<file path="src/rtl/scd_pkg.sv">
package scd_pkg;
    typedef enum logic [1:0] {
        ST_ID     = 2'd0,
        ST_INSTR  = 2'd1,
        ST_IGNORE = 2'd2,
        ST_DONE   = 2'd3
    } scd_state_e;
endpackage

</file>
<file path="src/rtl/scd_shifter.sv">
module scd_shifter #(
    parameter int BYTE_W = 8
) (
    input  logic              clk,
    input  logic              rst_n,
    input  logic              csn,
    input  logic              sclk,
    input  logic              sdi,
    output logic              byte_done,
    output logic [BYTE_W-1:0] byte_val
);
    localparam int CNT_W = $clog2(BYTE_W);
    localparam logic [CNT_W-1:0] LAST = CNT_W'(BYTE_W - 1);

    typedef struct packed {
        logic [BYTE_W-2:0] sh;
        logic [CNT_W-1:0]  cnt;
        logic              sclk_prev;
    } shf_t;

    shf_t r_d, r_q;
    logic rise;

    always_comb begin
        r_d           = r_q;
        r_d.sclk_prev = sclk;
        rise          = sclk && !r_q.sclk_prev && !csn;
        byte_done     = rise && (r_q.cnt == LAST);
        byte_val      = {r_q.sh, sdi};
        if (csn) begin
            r_d.cnt = '0;
        end else if (rise) begin
            r_d.sh  = byte_val[BYTE_W-2:0];
            r_d.cnt = byte_done ? '0 : r_q.cnt + 1'b1;
        end
    end

    always_ff @(posedge clk or negedge rst_n) begin
        if (!rst_n) r_q <= '0;
        else        r_q <= r_d;
    end
endmodule

</file>
<file path="src/rtl/scd_id_match.sv">
module scd_id_match #(
    parameter int          BYTE_W    = 8,
    parameter int          TYPE_W    = 4,
    parameter int          ADDR_W    = 2,
    parameter logic [3:0]  TYPE_CODE = 4'b0101
) (
    input  logic [BYTE_W-1:0] id_byte,
    input  logic [ADDR_W-1:0] strap,
    output logic              id_ok
);
    localparam int ZERO_W = BYTE_W - TYPE_W - ADDR_W;

    logic type_ok, zero_ok, addr_ok;

    always_comb begin
        type_ok = id_byte[BYTE_W-1 -: TYPE_W] == TYPE_CODE[TYPE_W-1:0];
        zero_ok = id_byte[ADDR_W +: ZERO_W] == '0;
        addr_ok = id_byte[ADDR_W-1:0] == strap;
        id_ok   = type_ok && zero_ok && addr_ok;
    end
endmodule

</file>
<file path="src/rtl/serial_cmd_decoder.sv">
module serial_cmd_decoder #(
    parameter int         BYTE_W    = 8,
    parameter int         TYPE_W    = 4,
    parameter int         ADDR_W    = 2,
    parameter int         INSTR_W   = 4,
    parameter int         PTR_W     = 2,
    parameter logic [3:0] TYPE_CODE = 4'b0101
) (
    input  logic               clk,
    input  logic               rst_n,
    input  logic               csn,
    input  logic               sclk,
    input  logic               sdi,
    input  logic [ADDR_W-1:0]  addr_strap,
    output logic               cmd_valid,
    output logic [INSTR_W-1:0] cmd_instr,
    output logic [PTR_W-1:0]   cmd_chan,
    output logic [PTR_W-1:0]   cmd_reg
);
    import scd_pkg::*;

    typedef struct packed {
        scd_state_e         st;
        logic               valid;
        logic [INSTR_W-1:0] instr;
        logic [PTR_W-1:0]   chan;
        logic [PTR_W-1:0]   rsel;
    } dec_t;

    dec_t              r_d, r_q;
    logic              byte_done;
    logic [BYTE_W-1:0] byte_val;
    logic              id_ok;
    scd_state_e        st_cur;

    scd_shifter #(.BYTE_W(BYTE_W)) u_shf (
        .clk       (clk),
        .rst_n     (rst_n),
        .csn       (csn),
        .sclk      (sclk),
        .sdi       (sdi),
        .byte_done (byte_done),
        .byte_val  (byte_val)
    );

    scd_id_match #(
        .BYTE_W(BYTE_W), .TYPE_W(TYPE_W), .ADDR_W(ADDR_W), .TYPE_CODE(TYPE_CODE)
    ) u_idm (
        .id_byte (byte_val),
        .strap   (addr_strap),
        .id_ok   (id_ok)
    );

    always_comb begin
        r_d       = r_q;
        r_d.valid = 1'b0;
        if (csn) begin
            r_d.st = ST_ID;
        end else if (byte_done) begin
            unique case (r_q.st)
                ST_ID:    r_d.st = id_ok ? ST_INSTR : ST_IGNORE;
                ST_INSTR: begin
                    r_d.st    = ST_DONE;
                    r_d.valid = 1'b1;
                    r_d.instr = byte_val[BYTE_W-1 -: INSTR_W];
                    r_d.chan  = byte_val[2*PTR_W-1 -: PTR_W];
                    r_d.rsel  = byte_val[PTR_W-1:0];
                end
                default:  r_d.st = r_q.st;
            endcase
        end
    end

    always_ff @(posedge clk or negedge rst_n) begin
        if (!rst_n) r_q <= '{st: ST_ID, valid: 1'b0, instr: '0, chan: '0, rsel: '0};
        else        r_q <= r_d;
    end

    assign st_cur    = r_q.st;
    assign cmd_valid = r_q.valid;
    assign cmd_instr = r_q.instr;
    assign cmd_chan  = r_q.chan;
    assign cmd_reg   = r_q.rsel;
endmodule

</file>
<file path="config.mk">
export PLATFORM = sky130hd
export DESIGN_NAME = serial_cmd_decoder
export DESIGN_NICKNAME = d
export VERILOG_FILES = /design/src/rtl/scd_pkg.sv /design/src/rtl/scd_shifter.sv /design/src/rtl/scd_id_match.sv /design/src/rtl/serial_cmd_decoder.sv
export SDC_FILE = /design/constraint.sdc
export NUM_CORES = 1
export LEC_CHECK = 0
export ABC_AREA = 0
export BUFFER_PORTS_ARGS = -buffer_cell sky130_fd_sc_hd__buf_2
export CAP_MARGIN = 15
export CORE_MARGIN = 3
export CORE_UTILIZATION = 35
export CTS_CLUSTER_DIAMETER = 50
export CTS_CLUSTER_SIZE = 28
export DETAILED_ROUTE_END_ITERATION = 10
export PLACE_DENSITY_LB_ADDON = 0.05
export SYNTH_ARGS = -nofsm -noshare
export SYNTH_HDL_FRONTEND = slang
export SYNTH_HIERARCHICAL = 1
export SYNTH_SLANG_ARGS = --single-unit
</file>
<file path="constraint.sdc">
create_clock -name clk -period 4 [get_ports clk]
set_input_delay 0.2 -clock clk [delete_from_list [all_inputs] [get_ports clk]]
set_output_delay 0.2 -clock clk [all_outputs]
set_load 0.005 [all_outputs]
</file>
== Word-level counts from Yosys, hierarchy flattened ==
Index checks and enable logic that the tools add are counted.

* $add $sub $neg: 1
* Equality and inequality tests: 4
* Mux-type cells: 9
* Bitwise operators: 1
* Reduce and logical (&&, ||, !) cells: 15

{| class="wikitable"
|+ Operators with widths
! kind !! count
|-
| 2-to-1 mux 9 bit || 2
|-
| 2-to-1 mux 11 bit || 1
|-
| 2-to-1 mux 3 bit || 3
|-
| logical AND 1 bit || 5
|-
| == test 4 x 3 -> 1 bit (second input constant) || 1
|-
| logical NOT 2 bit || 2
|-
| 2-to-1 mux 2 bit || 2
|-
| case mux 2 bit (2 select lines) || 1
|-
| AND reduction 2 bit || 2
|-
| nonzero test 2 bit || 2
|-
| adder 3 x 1 -> 3 bit (second input constant) || 1
|-
| == test 3 bit (second input constant) || 1
|-
| AND reduction 3 bit || 1
|-
| nonzero test 3 bit || 1
|-
| == test 2 x 1 -> 1 bit (second input constant) || 1
|-
| == test 2 bit || 1
|-
| logical NOT 1 bit || 2
|-
| inverter 1 bit || 1
|}

* Register bits after elaboration: 22
* Logic and storage cells: 38

== Logic depth before layout (Yosys ltp) ==
* Word-level depth: 7
* Depth in mapped cells: 7
* Gate-level depth less buffers: 5

== Modules after synthesis ==
Netlist, hierarchy kept.

{| class="wikitable"
|+ Modules (own cells, without submodules)
! module !! instances !! cells each !! area each (um^2) !! sequential area each (um^2)
|-
| scd_shifter || 1 || 40 || 530.5 || 275.3
|-
| serial_cmd_decoder || 1 || 27 || 446.7 || 275.3
|-
| scd_id_match || 1 || 5 || 40.0 || 0.0
|}

== Worst setup path after synthesis ==
OpenSTA, ideal clock, no wires.

* Path kind: reg2reg
* From: register u_shf/r_q[0] in the netlist's numbering
* To: register r_q (netlist bit cmd_chan[0])
* Arrival time: 1.571 ns
* Data required time: 3.875 ns
* Setup slack: 2.304 ns
* Stages on the path, launching flop included: 8
* Path buffers: 2
* Cells stage by stage: dfrtp_1 > nand2b_4 > buf_6 > nor2_4 > and2_1 > and4bb_1 > buf_6 > mux2_4

* Longest elaborated chain between the ends: 5

{| class="wikitable"
|+ Ends and longest elaborated chain
! element !! RTL line !! text
|-
| start: declaration || scd_shifter.sv:21 || <nowiki>shf_t r_d, r_q;</nowiki>
|-
| start signal: assignment || scd_shifter.sv:40 || <nowiki>else r_q <= r_d;</nowiki>
|-
| logical NOT 1 bit || scd_shifter.sv:27 || <nowiki>rise = sclk && !r_q.sclk_prev && !csn;</nowiki>
|-
| logical AND 1 bit (2 in a row) || scd_shifter.sv:27 ||
|-
| logical AND 1 bit || scd_shifter.sv:28 || <nowiki>byte_done = rise && (r_q.cnt == LAST);</nowiki>
|-
| named net byte_done || serial_cmd_decoder.sv:31 || <nowiki>logic byte_done;</nowiki>
|-
| AND reduction 3 bit (no line) || -- ||
|-
| end signal: assignment || serial_cmd_decoder.sv:75 || <nowiki>if (!rst_n) r_q <= '{st: ST_ID, valid: 1'b0, instr: '0, chan: '0, rsel: '0};</nowiki>
|-
| end signal: assignment || serial_cmd_decoder.sv:76 || <nowiki>else r_q <= r_d;</nowiki>
|-
| end: declaration || serial_cmd_decoder.sv:30 || <nowiki>dec_t r_d, r_q;</nowiki>
|}

The timed path passes the listed nets, and every way through them passes these cells.
A chain may end at the register's enable or synchronous reset.

== Worst setup path in the final report ==
Same ends and word-level chain as after synthesis.

==> out/metrics.cfg <==
[sta]
relSlewSlack_pct = 61.8
finalHoldViolCount = 0
finalCriticalPeriod_ns = 1.98
slew_viol_final = 0
max_freq_mhz = 504
fin_setup_tns_ns = 0
fin_crit_sh_pct = 49.6
setup_viol = 0
worst_slack_ns = 2.02
worstMarginPinSlew_ns = 0.574
grt_setup_unrepaired = false
fin_worst_skew_ns = 0.00132

[synth]
synth_area_leaders = dfrtp_1 (54%), mux2_4 (12%), mux2_2 (6.6%)
ys_seq_elements = 22
synth_flop_cell = dfrtp_1
ys_seq_area_share_pct = 54.1
synth_most_common_cell = dfrtp_1
yosysWarnings = 6
avgSynthCellArea_um2 = 14.1
synth_fp_nets = 81
yosys.area.top_type = dfrtp_1
synth_cells = 72
syn-cell-area_mm2 = 0.00102
synth_top_area_share_pct = 54.1
synthArstFlopShare_pct = 100
synth_cell_types = 23
synth_edf_count = 0
synth_common_cells = dfrtp_1 (22), buf_4 (8), mux2_4 (8), mux2_2 (6), nor2_1 (4)

[run]
cap_violations = 0

[cells_and_area]
drive_gt1_share_pct = 42.0
n_antenna_cell = 0
largest_reg_flops = 7
fin_util_pct = 41.3
layout-area-overhead-vs-synth_pct = 6.15
finalNetCount = 92

[setup_path]
cp_max_fo = 9
crit_arrival_ns = 2.17
crit_path_start_kind = flip-flop
crit_chain = nand2b_4 > nor2_4 > and2_1 > and4bb_1 > mux2_4
cp_slowest_stage_delay_ns = 0.58
worst-setup-path-type = reg -> reg
critPathSlowestCell = and4bb_1
required_ns = 4.19
endpoint_kind = flip-flop

[cts]
cts_hold_buf = 1
clock_latency_ns = 0.29
tritoncts = built
cts.htree.levels = 1
clk_pin_slew_worst_paths_ns = 0.11
root_buffer = clkbuf_4
clkSinkCount = 22
cts_setup_buffers = 0
cts_max_path_buffers = 2
cts_buffers = 3
cts_resized = 0

[placed_design]
io_buffers = 15
post-dp-hpwl_um = 1050
dp_slack_ns = 1.99
globalplace.congestion = 0.622

[routing]
postRouteAntennaNets = 0
drt-vias-per-instance = 4.68
num_vias = 520
first_pass_iters = 3
postRouteWirelength_um = 1430
routedWlPerCell_um = 12.8
remaining_drc_errors = 0
drt_iter0_drc = 5

[floorplan]
core_mm2 = 0.00261
die_h_um = 59.9
io_pins = 16
dieArea_mm2 = 0.00359
floorplan.initialDensity_pct = 38.9
dieWidth_um = 59.9
rows = 18

[power_and_ir_drop]
p_leak_nw = 0.547
irDropWorstVdd_mv = 0.188
cellPowerDensity_mw_per_mm2 = 400
finalPower_uw = 432

[outcome]
status = finished, final reports clean

[global_routing]
track_usage_pct = 9.74
grt_pass1_vias = 534
antenna_found_initial = 0
grt_overflow = 0
grt_pass1_wl_um = 2560
grt_max_degree = 23

[hold_path]
hp-class = in -> reg

## cell type report
type	instances	area, um2
repair buffers	16	85.1
multi-input cells	38	377
flip-flops and latches	22	551
clock buffers	3	22.5
fillers	255	1530
inverters	2	7.51
well taps	30	37.5
## final timing paths
path / slack, ns / startpoint / end / cells past startpoint
max: 2.02 / u_shf/r_q[0]$_DFF_PN0_ / cmd_chan[0]$_DFFE_PN0P_ / 5
min: 0.06 / sclk / u_shf/r_q[0]$_DFF_PN0_ / 1
max reg2reg: 2.02 / u_shf/r_q[0]$_DFF_PN0_ / cmd_chan[0]$_DFFE_PN0P_ / 5
min reg2reg: 0.52 / cmd_reg[0]$_DFFE_PN0P_ / cmd_reg[0]$_DFFE_PN0P_ / 1
max in group asynchronous: 3.29 / rst_n / st_cur[1]$_DFFE_PN0P_ / 2
min in group asynchronous: 0.39 / rst_n / cmd_valid$_DFF_PN0_ / 2
## metal layers
metal  up-vias  track usage [%]  routed length (um)
li1        260                -                   -
met1       248             14.6                 761
met2        10             12.5                 568
met3         2             2.81                  79
met4         0             4.75                  15
met5         -                0                   0
## critical path, delay by kind of cell (launching register included)
family,cells,cell delay (ns)
flip-flops,1,0.38
multiplexers,1,0.35
AND/OR/NAND/NOR,4,1.15
## metrics by stage
stage	cell area, um2	std cells	hold WS, ns
final	1080	111	0.0579
after global routing	1080	111	0.0415
after CTS	1080	111	0.0480
after detailed placement	1050	107	0.197
after global placement	1050	107	0.189
after floorplan	1020	72	-0.0956
## power by group
part | total (mW) | internal, mW | switching, mW
clock | 0.0944 | 0.0350 | 0.0593
combinational | 0.0557 | 0.0353 | 0.0204
sequential | 0.281 | 0.254 | 0.0277
total | 0.432 | 0.324 | 0.107
## cells by family (layout without fill, tap and decap cells)
group,after synthesis,after routing,share of synthesized area [%]
and+or+nand+nor,13,13,9.23
xor gates and xnor gates,2,2,1.72
muxes,17,17,21.5
AOI/OAI and AO/OA,4,4,2.09
buffers and inverters,12,21,8.86
adders and majority gates,2,2,2.46
DFF,22,22,54.1
## layout by cell type (no fill, tap or decap), drive strengths merged, types with 2 or more instances in the layout
master / synthesis / final
dfrtp: 22 / 22
clkbuf: 0 / 3
nand2b: 2 / 2
ha: 2 / 2
inv: 2 / 2
mux2: 15 / 15
a21oi: 2 / 2
nor2: 5 / 5
mux2i: 2 / 2
xor2: 2 / 2
buf: 10 / 15
Note: power is estimated with default switching activity, not from simulation.
